## src/rtl/unpk_pkg.sv

```systemverilog
package unpk_pkg;

   // Number of output lanes produced by one group of input words.
   function automatic int lane_count(input int in_w, input int in_words, input int out_w);
      return (in_w * in_words) / out_w;
   endfunction

   // Counter width able to index n positions (at least one bit).
   function automatic int idx_width(input int n);
      return (n > 1) ? $clog2(n) : 1;
   endfunction

endpackage

```

## src/rtl/unpk_assembler.sv

```systemverilog
module unpk_assembler
   import unpk_pkg::*;
#(
   parameter int IN_W     = 20,
   parameter int IN_WORDS = 4
) (
   input  logic                     clk,
   input  logic                     rst_n,
   input  logic                     in_valid,
   input  logic [IN_W-1:0]          in_data,
   input  logic                     in_first,
   output logic                     grp_push,
   output logic [IN_W*IN_WORDS-1:0] grp_data,
   output logic                     grp_mark,
   output logic                     sync_err
);

   localparam int CW    = idx_width(IN_WORDS);
   localparam int ACC_W = IN_W * (IN_WORDS - 1);

   logic [CW-1:0]    cnt;
   logic [CW-1:0]    slot;
   logic [ACC_W-1:0] acc;
   logic             half;
   logic             base_half;
   logic             last;

   // A flagged word always lands in slot 0 of a fresh group.
   assign slot      = in_first ? '0 : cnt;
   assign last      = in_valid && (slot == CW'(IN_WORDS - 1));
   assign base_half = in_first ? 1'b0 : half;

   assign grp_push  = last;
   assign grp_data  = {in_data, acc};
   assign grp_mark  = ~base_half;

   always_ff @(posedge clk) begin
      if (!rst_n) begin
         cnt      <= '0;
         acc      <= '0;
         half     <= 1'b0;
         sync_err <= 1'b0;
      end else if (in_valid) begin
         if (in_first && (cnt != '0))
            sync_err <= 1'b1;
         for (int j = 0; j < IN_WORDS - 1; j++) begin
            if (slot == CW'(j))
               acc[j*IN_W +: IN_W] <= in_data;
         end
         cnt  <= last ? '0 : slot + CW'(1);
         half <= last ? ~base_half : base_half;
      end
   end

endmodule

```

## src/rtl/unpk_lane_fifo.sv

```systemverilog
module unpk_lane_fifo
   import unpk_pkg::*;
#(
   parameter int W     = 17,
   parameter int DEPTH = 16
) (
   input  logic         clk,
   input  logic         rst_n,
   input  logic         wr_en,
   input  logic [W-1:0] wr_data,
   input  logic         rd_en,
   output logic [W-1:0] rd_data,
   output logic         full,
   output logic         empty,
   output logic         ovf
);

   localparam int AW   = idx_width(DEPTH);
   localparam int CNTW = $clog2(DEPTH + 1);

   logic [W-1:0]    mem [DEPTH];
   logic [AW-1:0]   wptr, rptr, wnext, rnext;
   logic [CNTW-1:0] cnt;
   logic            do_wr, do_rd;

   assign full    = (cnt == CNTW'(DEPTH));
   assign empty   = (cnt == '0);
   assign do_wr   = wr_en && !full;
   assign do_rd   = rd_en && !empty;
   assign rd_data = mem[rptr];

   generate
      if ((1 << AW) == DEPTH) begin : g_pow2
         assign wnext = wptr + AW'(1);
         assign rnext = rptr + AW'(1);
      end else begin : g_mod
         assign wnext = (wptr == AW'(DEPTH - 1)) ? '0 : wptr + AW'(1);
         assign rnext = (rptr == AW'(DEPTH - 1)) ? '0 : rptr + AW'(1);
      end
   endgenerate

   always_ff @(posedge clk) begin
      if (do_wr)
         mem[wptr] <= wr_data;
   end

   always_ff @(posedge clk) begin
      if (!rst_n) begin
         wptr <= '0;
         rptr <= '0;
         cnt  <= '0;
         ovf  <= 1'b0;
      end else begin
         if (do_wr) wptr <= wnext;
         if (do_rd) rptr <= rnext;
         case ({do_wr, do_rd})
            2'b10:   cnt <= cnt + CNTW'(1);
            2'b01:   cnt <= cnt - CNTW'(1);
            default: cnt <= cnt;
         endcase
         if (wr_en && full)
            ovf <= 1'b1;
      end
   end

endmodule

```

## src/rtl/lane_unpack.sv

```systemverilog
module lane_unpack
   import unpk_pkg::*;
#(
   parameter int IN_W     = 20,
   parameter int OUT_W    = 16,
   parameter int IN_WORDS = 4,
   parameter int DEPTH    = 16,
   parameter int LANES    = lane_count(IN_W, IN_WORDS, OUT_W)
) (
   input  logic                   clk,
   input  logic                   rst_n,
   input  logic                   in_valid,
   input  logic [IN_W-1:0]        in_data,
   input  logic                   in_first,
   input  logic [LANES-1:0]       rd_en,
   output logic [LANES*OUT_W-1:0] rd_data,
   output logic [LANES-1:0]       rd_first,
   output logic [LANES-1:0]       empty,
   output logic [LANES-1:0]       full,
   output logic [LANES-1:0]       overflow,
   output logic                   sync_err
);

   localparam int GRP_W = IN_W * IN_WORDS;
   localparam int ENT_W = OUT_W + 1;

   generate
      if (GRP_W != LANES * OUT_W) begin : g_bad_ratio
         $error("lane_unpack: group width must split evenly into lanes");
      end
      if (IN_WORDS < 2) begin : g_bad_words
         $error("lane_unpack: a group needs at least two input words");
      end
      if (DEPTH < 2) begin : g_bad_depth
         $error("lane_unpack: lane FIFO depth must be at least two");
      end
   endgenerate

   logic             grp_push;
   logic [GRP_W-1:0] grp_data;
   logic             grp_mark;

   unpk_assembler #(
      .IN_W     (IN_W),
      .IN_WORDS (IN_WORDS)
   ) u_asm (
      .clk      (clk),
      .rst_n    (rst_n),
      .in_valid (in_valid),
      .in_data  (in_data),
      .in_first (in_first),
      .grp_push (grp_push),
      .grp_data (grp_data),
      .grp_mark (grp_mark),
      .sync_err (sync_err)
   );

   generate
      for (genvar k = 0; k < LANES; k++) begin : g_lane
         logic [ENT_W-1:0] lane_in;
         logic [ENT_W-1:0] lane_out;

         if (k == 0) begin : g_head
            assign lane_in = {grp_mark, grp_data[k*OUT_W +: OUT_W]};
         end else begin : g_body
            assign lane_in = {1'b0, grp_data[k*OUT_W +: OUT_W]};
         end

         unpk_lane_fifo #(
            .W     (ENT_W),
            .DEPTH (DEPTH)
         ) u_fifo (
            .clk     (clk),
            .rst_n   (rst_n),
            .wr_en   (grp_push),
            .wr_data (lane_in),
            .rd_en   (rd_en[k]),
            .rd_data (lane_out),
            .full    (full[k]),
            .empty   (empty[k]),
            .ovf     (overflow[k])
         );

         assign rd_data[k*OUT_W +: OUT_W] = lane_out[OUT_W-1:0];
         assign rd_first[k]               = lane_out[OUT_W];
      end
   endgenerate

endmodule

```

## config.mk

```make
export PLATFORM = sky130hd
export DESIGN_NAME = lane_unpack
export DESIGN_NICKNAME = d
export VERILOG_FILES = /design/src/rtl/unpk_pkg.sv /design/src/rtl/unpk_assembler.sv /design/src/rtl/unpk_lane_fifo.sv /design/src/rtl/lane_unpack.sv
export SDC_FILE = /design/constraint.sdc
export NUM_CORES = 1
export LEC_CHECK = 0
export ABC_AREA = 1
export BUFFER_PORTS_ARGS = -buffer_cell sky130_fd_sc_hd__buf_2
export CORE_ASPECT_RATIO = 1.75
export CORE_MARGIN = 2
export CORE_UTILIZATION = 50
export CTS_BUF_LIST = sky130_fd_sc_hd__clkbuf_4 sky130_fd_sc_hd__clkbuf_8
export DETAILED_ROUTE_END_ITERATION = 10
export GPL_TIMING_DRIVEN = 0
export PLACE_DENSITY = 0.66
export SKIP_CTS_REPAIR_TIMING = 1
export SLEW_MARGIN = 10
export SYNTH_ARGS = -nofsm -noshare
export SYNTH_HDL_FRONTEND = slang
export SYNTH_SLANG_ARGS = --single-unit
```

## constraint.sdc

```tcl
create_clock -name clk -period 2.98 [get_ports clk]
set_input_delay 0.149 -clock clk [delete_from_list [all_inputs] [get_ports clk]]
set_output_delay 0.149 -clock clk [all_outputs]
set_load 0.1 [all_outputs]
```

==> run metrics <==
Psw 23.9 mW; CP max FO 10; Crit Path Category register to primary output; reg2reg path depth 11; leading cell types in the layout, fill and taps excluded 1,296 x edfxtp_1, 459 x o21ai_0, 432 x inv_1, 363 x a21oi_1, 324 x o211ai_1; register bit total from synthesis 1,450; ys flop type edfxtp_1; crit path DAT 2.97 ns; CTS tree done; Pint 37.6 mW; Setup Slack @ Placement 0.0763 ns; PortBufs 123; Final Max Tran Viols 0; maximum VDD drop 1460 uV; failing checks negative setup slack; most common cell after layout, fill and taps aside edfxtp_1; Max Cap Viol 0; cell area after layout 0.0687 mm2; Reg clk slew, reported paths 0.07 ns; clock power share 0.249; Chip Width 263 um; Avg WL per Cell 25.4 um; clk_lat worst skew 0.94 ns; Syn Inst Count 4,420; CP most frequent cell buf_12; RePlAce Congestion 0.905; slew at the pin closest to its max-slew limit 0.941 ns; P per Cell Area 895 mW/mm2; worst-path cell chain buf_12, buf_12, mux2i_4, o21ai_2, o211ai_1, nand2_1, buf_12; Sw Share 0.389; WP depth 7; Sequential Area 0.0420 mm2; Leak Pwr 24.4 nW; critical path buffer and inverter count 3; sequential share of the synthesized area 0.716; Netlist Area Pre-Place 0.0587 mm2; Final Setup Violations 6; WL final 167 mm; Root Buffer clkbuf_8; Multi-input gate area 0.0140 mm2; dpl cell area 0.0626 mm2; setup tns final -0.355 ns; Slowest-stage cell, CP o211ai_1; post-synthesis async set-or-reset flop share 0; HP Class input pin to register; CORE AREA 0.117 mm2; first-pass GRT wire length 237 mm; row count 166; Final period util 1.05; die area 0.120 mm2; CP Capture Type primary output; vias in the first global route 37,700; Seq pwr share 0.375; Hold Fails Final Rpt 0; vias per cell 5.81; layout cells sized above 1 0.184; CP startpoint kind register; # fillers 9,252; Tot GR Track Use 0.271; yosys warns 0; router iterations before antenna repair 6; Setup Skew 0.0476 ns; average size of a mapped cell 13.3 um2; antenna violation net count after detailed routing 0; min Tclk post-route 3.12 ns; initial antenna violation count 6; global route total overflow 0; cts bufs inserted 198; final cell count without fillers 6,553; RSZ-0062 raised after global routing true; hold path cells 3; Vias 38,100; EDFF count, synth 1,296; Starting Density 0.503; CP max stage delay 0.58 ns; clk buf depth 3; status complete, but fails checks; achievable clock frequency 320 MHz; I/O pins 130; Worst slew margin 0.372; DR DRC count 0; nets 4,947; combinational power share 0.377; Detail Placement HPWL 114 mm; CP top delay family compound AO/OA/AOI/OAI gates; clock sinks 1,450; worst setup margin -0.142 ns; initial drt markers 3,504; Synth cell types 40; H-tree depth 4; Area Growth Syn to Fin 17.1%; required time of the worst setup path 2.83 ns; placed cells 6,134; largest net degree at the start of global routing 20; Die H 457 um
kinds of logic after synthesis:
| family | count (synthesis) | synth area share |
|---|---|---|
| flip-flops | 1450 | 0.716 |
| AO/OA/AOI/OAI | 1219 | 0.118 |
| buffers and inverters | 719 | 0.0531 |
| AND/OR/NAND/NOR | 643 | 0.0454 |
| multiplexers | 324 | 0.0553 |
| adder cells (fa/ha/maj) | 42 | 0.00896 |
| XOR/XNOR | 22 | 0.00328 |
| other | 1 | 0.0000639 |
path summary, 6_finish.rpt:
check,startpoint,endpoint,slack (ns)
max,register,rd_data[62],-0.14
min,in_valid,u_asm.cnt[1]$_SDFFE_PN0P_,0.15
max reg2reg,u_asm.cnt[1]$_SDFFE_PN0P_,g_lane[0].u_fifo.mem[6][16]$_DFFE_PP_,0.21
min reg2reg,g_lane[3].u_fifo.rptr[3]$_SDFFE_PN0N_,g_lane[3].u_fifo.rptr[3]$_SDFFE_PN0N_,0.47
per-layer routing:
layer	up-vias	GRT usage	wire length, um
met5	-	0	0
met4	0	0.165	9970
met3	508	0.0462	11400
met2	1791	0.504	89200
met1	18700	0.285	56100
li1	17100	-	-
area by class of cell:
class,count,area share
diodes,4,0.000146
plain buffers,265,0.0274
clock buffers,274,0.0492
clock inverters,87,0.00825
inverters,447,0.0244
multi-input cells,2254,0.204
flip-flops and latches,1450,0.612
well taps,1512,0.0275
repair buffers,260,0.0473
tightest hold or removal path, stage by stage:
cell and delay (ns):
dlygate4sd3_1 0.61, buf_6 0.16, a21oi_1 0.07
registers in the layout (all words and copies together), names as in the netlist, named ones only:
register,flops
g_lane.u_fifo.cnt,25
g_lane.u_fifo.mem,1296
g_lane.u_fifo.ovf,5
g_lane.u_fifo.rptr,20
g_lane.u_fifo.wptr,20
u_asm.acc,60
u_asm.cnt,2
u_asm.half,1
u_asm.sync_err,1
power by group through the flow:
stage	registers (mW)	logic (mW)	clock network [mW]
CTS	23.0	20.1	15.5
detailed placement	23.4	20.1	0
global placement	23.4	19.9	0
finish	23.0	23.1	15.3
floorplan	23.2	14.9	0
global route	23.1	24.3	16.3
metrics by stage:
| step | total power, mW | util | hold slack, ns |
|---|---|---|---|
| 2_1_floorplan | 38.1 | - | 0.248 |
| 3_3_place_gp | 43.3 | 0.524 | 0.377 |
| 3_5_place_dp | 43.5 | 0.536 | 0.390 |
| 4_1_cts | 58.6 | 0.570 | -0.613 |
| 5_1_grt | 63.7 | 0.588 | 0.114 |
| 6_report | 61.5 | 0.588 | 0.145 |
synth_stat cells, types with 2 or more instances:
cell type,number,share of area
a21o_1,2,0.00026
a21oi_1,371,0.032
a31o_2,2,0.00030
buf_1,19,0.0012
buf_2,53,0.0045
buf_4,38,0.0049
buf_6,23,0.0044
clkbuf_1,134,0.0086
clkbuf_2,2,0.00017
clkinv_1,2,0.00013
dfxtp_1,154,0.053
edfxtp_1,1296,0.66
ha_1,42,0.0090
inv_1,432,0.028
inv_2,13,0.00083
mux2i_1,324,0.055
nand2_1,201,0.013
nand2_2,6,0.00064
nand2_4,2,0.00038
nand3_1,120,0.010
nand3b_1,2,0.00026
nand4_1,9,0.00096
nor2_1,293,0.019
nor2_2,4,0.00043
nor3_1,2,0.00017
o211ai_1,324,0.041
o21ai_0,474,0.040
o21ai_1,43,0.0037
o221ai_1,2,0.00030
xnor2_1,5,0.00075
xor2_1,17,0.0025
No activity file was read; power rests on OpenSTA's default activity.
